## config.mk

```make
export PLATFORM = sky130hd
export DESIGN_NAME = paired_wl_ctrl
export DESIGN_NICKNAME = d
export VERILOG_FILES = /design/src/rtl/sram_pair_pkg.sv /design/src/rtl/pair_mode_regs.sv /design/src/rtl/pair_row_decode.sv /design/src/rtl/paired_wl_ctrl.sv
export SDC_FILE = /design/constraint.sdc
export NUM_CORES = 1
export LEC_CHECK = 0
export BUFFER_PORTS_ARGS = -buffer_cell sky130_fd_sc_hd__clkbuf_2
export CAP_MARGIN = 20
export CELL_PAD_IN_SITES_DETAIL_PLACEMENT = 0
export CELL_PAD_IN_SITES_GLOBAL_PLACEMENT = 1
export CORE_MARGIN = 1
export CORE_UTILIZATION = 40
export DETAILED_ROUTE_END_ITERATION = 16
export PLACE_DENSITY = 0.87
export SYNTH_ARGS = -nofsm -noshare
export SYNTH_HDL_FRONTEND = slang
export SYNTH_HIERARCHICAL = 1
export SYNTH_SLANG_ARGS = --single-unit
```

## constraint.sdc

```tcl
create_clock -name clk -period 2.69 [get_ports clk]
set_input_delay 0.1345 -clock clk [delete_from_list [all_inputs] [get_ports clk]]
set_output_delay 0.1345 -clock clk [all_outputs]
set_load 0.1 [all_outputs]
```

## src/rtl/sram_pair_pkg.sv

```systemverilog
package sram_pair_pkg;

    typedef enum logic [1:0] {
        MODE_NORMAL = 2'b00,
        MODE_FAST   = 2'b01,
        MODE_SAFE   = 2'b10
    } cell_mode_e;

    typedef enum logic [1:0] {
        ST_IDLE,
        ST_DRIVE,
        ST_FAULT
    } ctl_state_e;

endpackage

```

## src/rtl/pair_mode_regs.sv

```systemverilog
module pair_mode_regs
    import sram_pair_pkg::*;
#(
    parameter int NB   = 4,
    parameter int ROWS = 16,
    localparam int CW  = $clog2(ROWS) + 1
) (
    input  logic              clk,
    input  logic              rst_n,
    input  logic              load_en,
    input  logic [2*NB-1:0]   wdata,
    output logic [2*NB-1:0]   modes,
    output logic [NB-1:0]     link_n,
    output logic [NB*CW-1:0]  cap_rows
);

    localparam logic [CW-1:0] FULL_ROWS = CW'(ROWS);
    localparam logic [CW-1:0] HALF_ROWS = CW'(ROWS / 2);

    for (genvar b = 0; b < NB; b++) begin : g_blk
        logic [1:0] mode_q;

        always_ff @(posedge clk or negedge rst_n) begin
            if (!rst_n) begin
                mode_q <= MODE_NORMAL;
            end else if (load_en) begin
                mode_q <= (wdata[2*b +: 2] == 2'b11) ? MODE_NORMAL : wdata[2*b +: 2];
            end
        end

        assign modes[2*b +: 2]     = mode_q;
        assign link_n[b]           = (mode_q == MODE_NORMAL);
        assign cap_rows[CW*b +: CW] = (mode_q == MODE_NORMAL) ? FULL_ROWS : HALF_ROWS;
    end

endmodule

```

## src/rtl/pair_row_decode.sv

```systemverilog
module pair_row_decode
    import sram_pair_pkg::*;
#(
    parameter int NB   = 4,
    parameter int ROWS = 16,
    parameter int NCOL = 8,
    localparam int RW  = $clog2(ROWS),
    localparam int BW  = $clog2(NB),
    localparam int CLW = $clog2(NCOL),
    localparam int AW  = BW + RW + CLW,
    localparam int NWL = NB * ROWS
) (
    input  logic             we,
    input  logic [AW-1:0]    addr,
    input  logic [2*NB-1:0]  modes,
    output logic [NWL-1:0]   wl_a,
    output logic [NWL-1:0]   wl_b,
    output logic [NCOL-1:0]  col_onehot,
    output logic             err
);

    logic [BW-1:0]  blk;
    logic [RW-1:0]  row;
    logic [CLW-1:0] col;
    logic [1:0]     mbits;
    logic           par;
    logic           paired;
    logic           both;
    logic [RW-1:0]  r0;
    logic [RW-1:0]  r1;

    assign {blk, row, col} = addr;
    assign mbits  = modes[2*blk +: 2];
    assign par    = col[0];
    assign paired = (mbits == MODE_FAST) || (mbits == MODE_SAFE);
    assign both   = (mbits == MODE_FAST) || ((mbits == MODE_SAFE) && we);

    always_comb begin
        wl_a       = '0;
        wl_b       = '0;
        col_onehot = '0;
        err        = 1'b0;
        if (paired) begin
            r0  = {row[RW-2:0], par};
            r1  = r0 + 1'b1;
            err = row[RW-1];
        end else begin
            r0 = row;
            r1 = row;
        end
        if (!err) begin
            col_onehot[col] = 1'b1;
            if (par) begin
                wl_a[{blk, r0}] = 1'b1;
                if (both) wl_a[{blk, r1}] = 1'b1;
            end else begin
                wl_b[{blk, r0}] = 1'b1;
                if (both) wl_b[{blk, r1}] = 1'b1;
            end
        end
    end

endmodule

```

## src/rtl/paired_wl_ctrl.sv

```systemverilog
module paired_wl_ctrl
    import sram_pair_pkg::*;
#(
    parameter int NB   = 4,
    parameter int ROWS = 16,
    parameter int NCOL = 8,
    localparam int RW  = $clog2(ROWS),
    localparam int BW  = $clog2(NB),
    localparam int CLW = $clog2(NCOL),
    localparam int AW  = BW + RW + CLW,
    localparam int NWL = NB * ROWS,
    localparam int CW  = RW + 1
) (
    input  logic              clk,
    input  logic              rst_n,
    input  logic              req_valid,
    output logic              req_ready,
    input  logic              req_we,
    input  logic [AW-1:0]     req_addr,
    input  logic              mode_we,
    input  logic [2*NB-1:0]   mode_wdata,
    output logic [NWL-1:0]    wl_a,
    output logic [NWL-1:0]    wl_b,
    output logic [NCOL-1:0]   col_sel,
    output logic [NB-1:0]     link_n,
    output logic              addr_err,
    output logic [NB*CW-1:0]  cap_rows
);

    ctl_state_e state_q, state_d;
    logic [2*NB-1:0] modes;
    logic [NWL-1:0]  dec_a, dec_b;
    logic [NCOL-1:0] dec_col;
    logic            dec_err;
    logic            accept;
    logic            mode_load;

    assign req_ready = (state_q == ST_IDLE);
    assign accept    = req_valid && (state_q == ST_IDLE);
    assign mode_load = mode_we && (state_q == ST_IDLE) && !req_valid;

    pair_mode_regs #(.NB(NB), .ROWS(ROWS)) u_modes (
        .clk      (clk),
        .rst_n    (rst_n),
        .load_en  (mode_load),
        .wdata    (mode_wdata),
        .modes    (modes),
        .link_n   (link_n),
        .cap_rows (cap_rows)
    );

    pair_row_decode #(.NB(NB), .ROWS(ROWS), .NCOL(NCOL)) u_dec (
        .we         (req_we),
        .addr       (req_addr),
        .modes      (modes),
        .wl_a       (dec_a),
        .wl_b       (dec_b),
        .col_onehot (dec_col),
        .err        (dec_err)
    );

    always_comb begin
        state_d = state_q;
        unique case (state_q)
            ST_IDLE:  if (accept) state_d = dec_err ? ST_FAULT : ST_DRIVE;
            ST_DRIVE: state_d = ST_IDLE;
            ST_FAULT: state_d = ST_IDLE;
            default:  state_d = ST_IDLE;
        endcase
    end

    always_ff @(posedge clk or negedge rst_n) begin
        if (!rst_n) state_q <= ST_IDLE;
        else        state_q <= state_d;
    end

    always_ff @(posedge clk or negedge rst_n) begin
        if (!rst_n) begin
            wl_a     <= '0;
            wl_b     <= '0;
            col_sel  <= '0;
            addr_err <= 1'b0;
        end else if (accept && !dec_err) begin
            wl_a     <= dec_a;
            wl_b     <= dec_b;
            col_sel  <= dec_col;
            addr_err <= 1'b0;
        end else begin
            wl_a     <= '0;
            wl_b     <= '0;
            col_sel  <= '0;
            addr_err <= accept && dec_err;
        end
    end

    AST_WL_LIMIT: assert property (@(posedge clk) disable iff (!rst_n)
        $countones({wl_a, wl_b}) <= 2);
    AST_IDLE_QUIET: assert property (@(posedge clk) disable iff (!rst_n)
        (state_q == ST_IDLE) |-> ((wl_a == '0) && (wl_b == '0) && !addr_err));
    AST_ONE_PULSE: assert property (@(posedge clk) disable iff (!rst_n)
        ((wl_a != '0) || (wl_b != '0)) |=> ((wl_a == '0) && (wl_b == '0)));
    AST_ERR_SILENT: assert property (@(posedge clk) disable iff (!rst_n)
        addr_err |-> ((wl_a == '0) && (wl_b == '0) && (col_sel == '0)));
    AST_NET_SPLIT: assert property (@(posedge clk) disable iff (!rst_n)
        !((wl_a != '0) && (wl_b != '0)));
    AST_MODE_FROZEN: assert property (@(posedge clk) disable iff (!rst_n)
        (state_q != ST_IDLE) |=> $stable(link_n));
    AST_COL_ONEHOT: assert property (@(posedge clk) disable iff (!rst_n)
        $onehot0(col_sel));

endmodule

```

==> results.md <==
- Outcome: complete, no violations
- Combinational power share: 33.7%
- Launch point of the worst path: u_modes/g_blk[3].mode_q[1]$_DFFE_PN0P_
- GR Overflow Total: 0
- Final Cycle Share: 99.1%
- Register area share after synthesis: 56.0%
- Reg-to-reg slack, setup: 0.02 ns
- Internal power: 4.56 mW
- Crit path DAT: 3.01 ns
- Most area-hungry cell type in the Yosys netlist: dfrtp_1
- Finish-stage setup viols: 0
- Core Rows: 46
- Top-count cell post-synth: dfrtp_1
- Die W: 130 um
- Max IR drop VDD: 1.17 mV
- Pleak: 4.27 nW
- Worst hold path stage count: 3
- Vias in the first global route: 4827
- Slew Viols, Final: 0
- Hold WC Path Type: in2reg
- Synth top cells by count: 147 x dfrtp_1, 137 x and2_1, 78 x nor2_1
- Yosys cell types: 48
- Critical Path Fanout Max: 23
- First-pass GRT wire length: 26300 um
- RSZ-0062 raised after global routing: true
- Top FF cell, synth: dfrtp_1
- DR WL/cell: 16.6 um
- Total I/O pin count: 184
- Clk sinks: 147
- Final WS setup: 0.0231 ns
- Post-Syn Area per Cell: 10.5 um^2
- Cells after synthesis: 625
- Placed insts: 1005
- Setup Skew: 0.0125 ns
- RD Place Congestion: 0.868
- Worst r2r path cells: 8
- R2R Path Start: u_modes/g_blk[3].mode_q[1]$_DFFE_PN0P_
- Setup crit start kind: register
- Min-Delay Startpoint: req_addr[1]
- Hold Crit Endpoint: col_sel[0]$_DFF_PN0_
- Cts bufs inserted: 17
- Peak Freq: 375 MHz
- Max_cap viols: 0
- Crit path cell chain: mux4_2 -> ha_1 -> buf_12 -> or3b_4 -> a21oi_4 -> nand2_1 -> o22ai_1 -> and2_1
- Setup slack at placement: 0.0221 ns
- Slew Limit Headroom: 51.9%
- # diodes: 0
- Crit path largest cell delay: 0.49 ns
- Critical Path RT: 3.04 ns
- Synth top area share: 56.0%
- Minimum clock period after layout: 2.67 ns
- Area grow syn2layout: 30.6%
- Clock Latency Late Sink: 0.42 ns
- CTS tree: built
- #FFs+latches synth: 147
- Clock power share: 35.0%
- RR Endpoint: wl_a[46]$_DFF_PN0_
- GRT Total Usage: 21.1%
- Post-DR vias/cell: 4.91
- Largest net degree at the start of global routing: 94
- Vias: 5176
- Sw frac: 38.7%
- Max Buffers Root-to-Sink: 2
- Top cells by area, synth: dfrtp_1 56%, and2_1 13%, o22ai_1 6.2%
- Clock-pin slew on the worst setup and hold paths: 0.06 ns
- Starting Density: 41.2%
- DP Area: 7670 um^2
- Detail Route Antenna Nets: 0
- Clock root cell: clkbuf_16
- Die area: 16900 um^2
- TritonRoute pass-1 iters: 5
- Finished Layout Cells: 1055
- Power Density: 867 nW/um^2
- Share of flip-flops with an asynchronous set or reset: 100%
- CP Capture Type: register
- Final Core Density: 53.8%
- Slowest CP cell: mux4_2
- CP delay by family, top: simple AND/OR/NAND/NOR gates
- Buf/Inv on CP: 1
- EDFF count, synth: 0
- Net count, final: 851
- Die height: 130 um
- WL final: 17500 um
- Hold Fails Final Rpt: 0
- Synth Cell Area: 6570 um^2
- P_sw: 2.88 mW
- Layout cells sized above 1: 32.5%
- Critical path start-end classification: reg2reg
- H-tree depth: 4
- Final setup TNS: 0 ns
- Post-DP HPWL: 11700 um
- Starting DRC count in detailed routing: 330
- Seq pwr share: 31.4%
- I/O Buffers: 171
- Final cell area excluding filler cells: 8580 um^2
- Synth warnings: 6
- Initial antenna violation count: 0
- DR DRC count: 0
- Worst slew pin tran: 0.721 ns
- Core region area: 15900 um^2
-- cells by family (layout without fill, tap and decap cells) --
group,Yosys count,in the layout,share of synthesized area (%)
xor+xnor,1,1,0.133
fa+ha+maj,3,3,0.571
compound gates,101,101,10.4
flops,147,147,56.0
other cells,1,12,0.0571
buf+inv,68,271,6.70
simple gates,302,302,25.4
mux,2,2,0.686
-- stage by stage --
| stage | total power [mW] | hold slack (ns) |
|---|---|---|
| 6_report | 7.44 | 0.0579 |
| 3_5_place_dp | 4.76 | 0.219 |
| 2_1_floorplan | 4.30 | -0.161 |
| 3_3_place_gp | 4.75 | 0.216 |
| 4_1_cts | 7.40 | 0.0411 |
| 5_1_grt | 7.72 | 0.0471 |
-- worst reg2reg max path: cells and delay by family, from the launching register on --
kind,cells,cell delay [ns]
AO/OA/AOI/OAI,2,0.43
adder cells (fa/ha/maj),1,0.32
buffers and inverters,1,0.17
flip-flops,1,0.40
multiplexers,1,0.49
AND/OR/NAND/NOR,3,0.79
-- per-layer routing --
layer | vias to the layer above | routed length, um | GRT usage [%] | share of wire [%]
met1 | 2471 | 7870 | 27.5 | 45
met3 | 30 | 1000 | 5.13 | 5.7
met2 | 208 | 8160 | 33.2 | 47
met4 | 0 | 474 | 9.44 | 2.7
met5 | - | 0 | 0 | 0
li1 | 2467 | - | - | -
-- how the worst max path moves through the flow --
| stage | slack [ns] | end | cells past startpoint |
|---|---|---|---|
| floorplan | 0.27 | wl_a[56]$_DFF_PN0_ | 8 |
| global placement | 0.04 | wl_b[17]$_DFF_PN0_ | 9 |
| detailed placement | 0.02 | wl_b[21]$_DFF_PN0_ | 9 |
| CTS | 0.007 | wl_a[46]$_DFF_PN0_ | 8 |
| global route | -0.06 | wl_a[28]$_DFF_PN0_ | 9 |
| finish | 0.02 | wl_a[46]$_DFF_PN0_ | 8 |
-- power groups by stage --
stage	clock [mW]	combinational [mW]	sequential, mW
detailed placement	0	2.39	2.37
finish	2.60	2.50	2.33
floorplan	0	1.74	2.56
global placement	0	2.38	2.37
global route	2.74	2.64	2.34
CTS	2.65	2.42	2.33
-- flip-flops by register name, indices dropped and copies added (netlist names) --
signal,flops
wl_a,64
col_sel,8
addr_err,1
wl_b,64
u_modes/g_blk.mode_q,8
state_q,2
-- cells in the final DEF (no fill, tap or decap), types with 3 or more instances in the layout --
cell type | synthesis | routed
o22ai_2 | 4 | 5
nor2_1 | 78 | 74
dlygate4sd3_1 | 0 | 14
and2_1 | 137 | 137
nor2b_1 | 4 | 3
a21oi_4 | 2 | 4
conb_1 | 1 | 12
bufinv_16 | 0 | 5
o21ai_0 | 11 | 11
buf_4 | 18 | 31
nand2_2 | 2 | 4
buf_6 | 13 | 4
nand2b_1 | 6 | 6
o22ai_1 | 65 | 62
o21ai_1 | 3 | 3
nand3b_1 | 11 | 11
and2b_1 | 3 | 3
ha_1 | 3 | 3
nor3_1 | 5 | 3
dfrtp_1 | 147 | 147
nor2_2 | 0 | 4
clkbuf_16 | 0 | 18
nand3_1 | 5 | 5
clkbuf_2 | 1 | 170
nand2_1 | 37 | 35
inv_1 | 17 | 17
-- layout make-up --
cell class                 count  area, um^2
multi-input combinational    421        2590
timing repair buffer         221        1310
tap                          216         270
clock buffer                  20         457
inverter                      18        67.6
clock inverter                12         201
sequential                   147        3680
fill                        1459        7360
-- repair_timing --
| item | CTS | global route |
|---|---|---|
| pin swaps | 0 | 2 |
| hold buffers | 14 | 0 |
| cloned | 0 | 1 |
| resized for setup | 4 | 13 |
| endpoints found under the hold margin | 85 | 0 |
| buffers inserted | 0 | 3 |
| endpoints found under the setup margin | 1 | 136 |
Note: power is estimated with default switching activity, not from simulation.
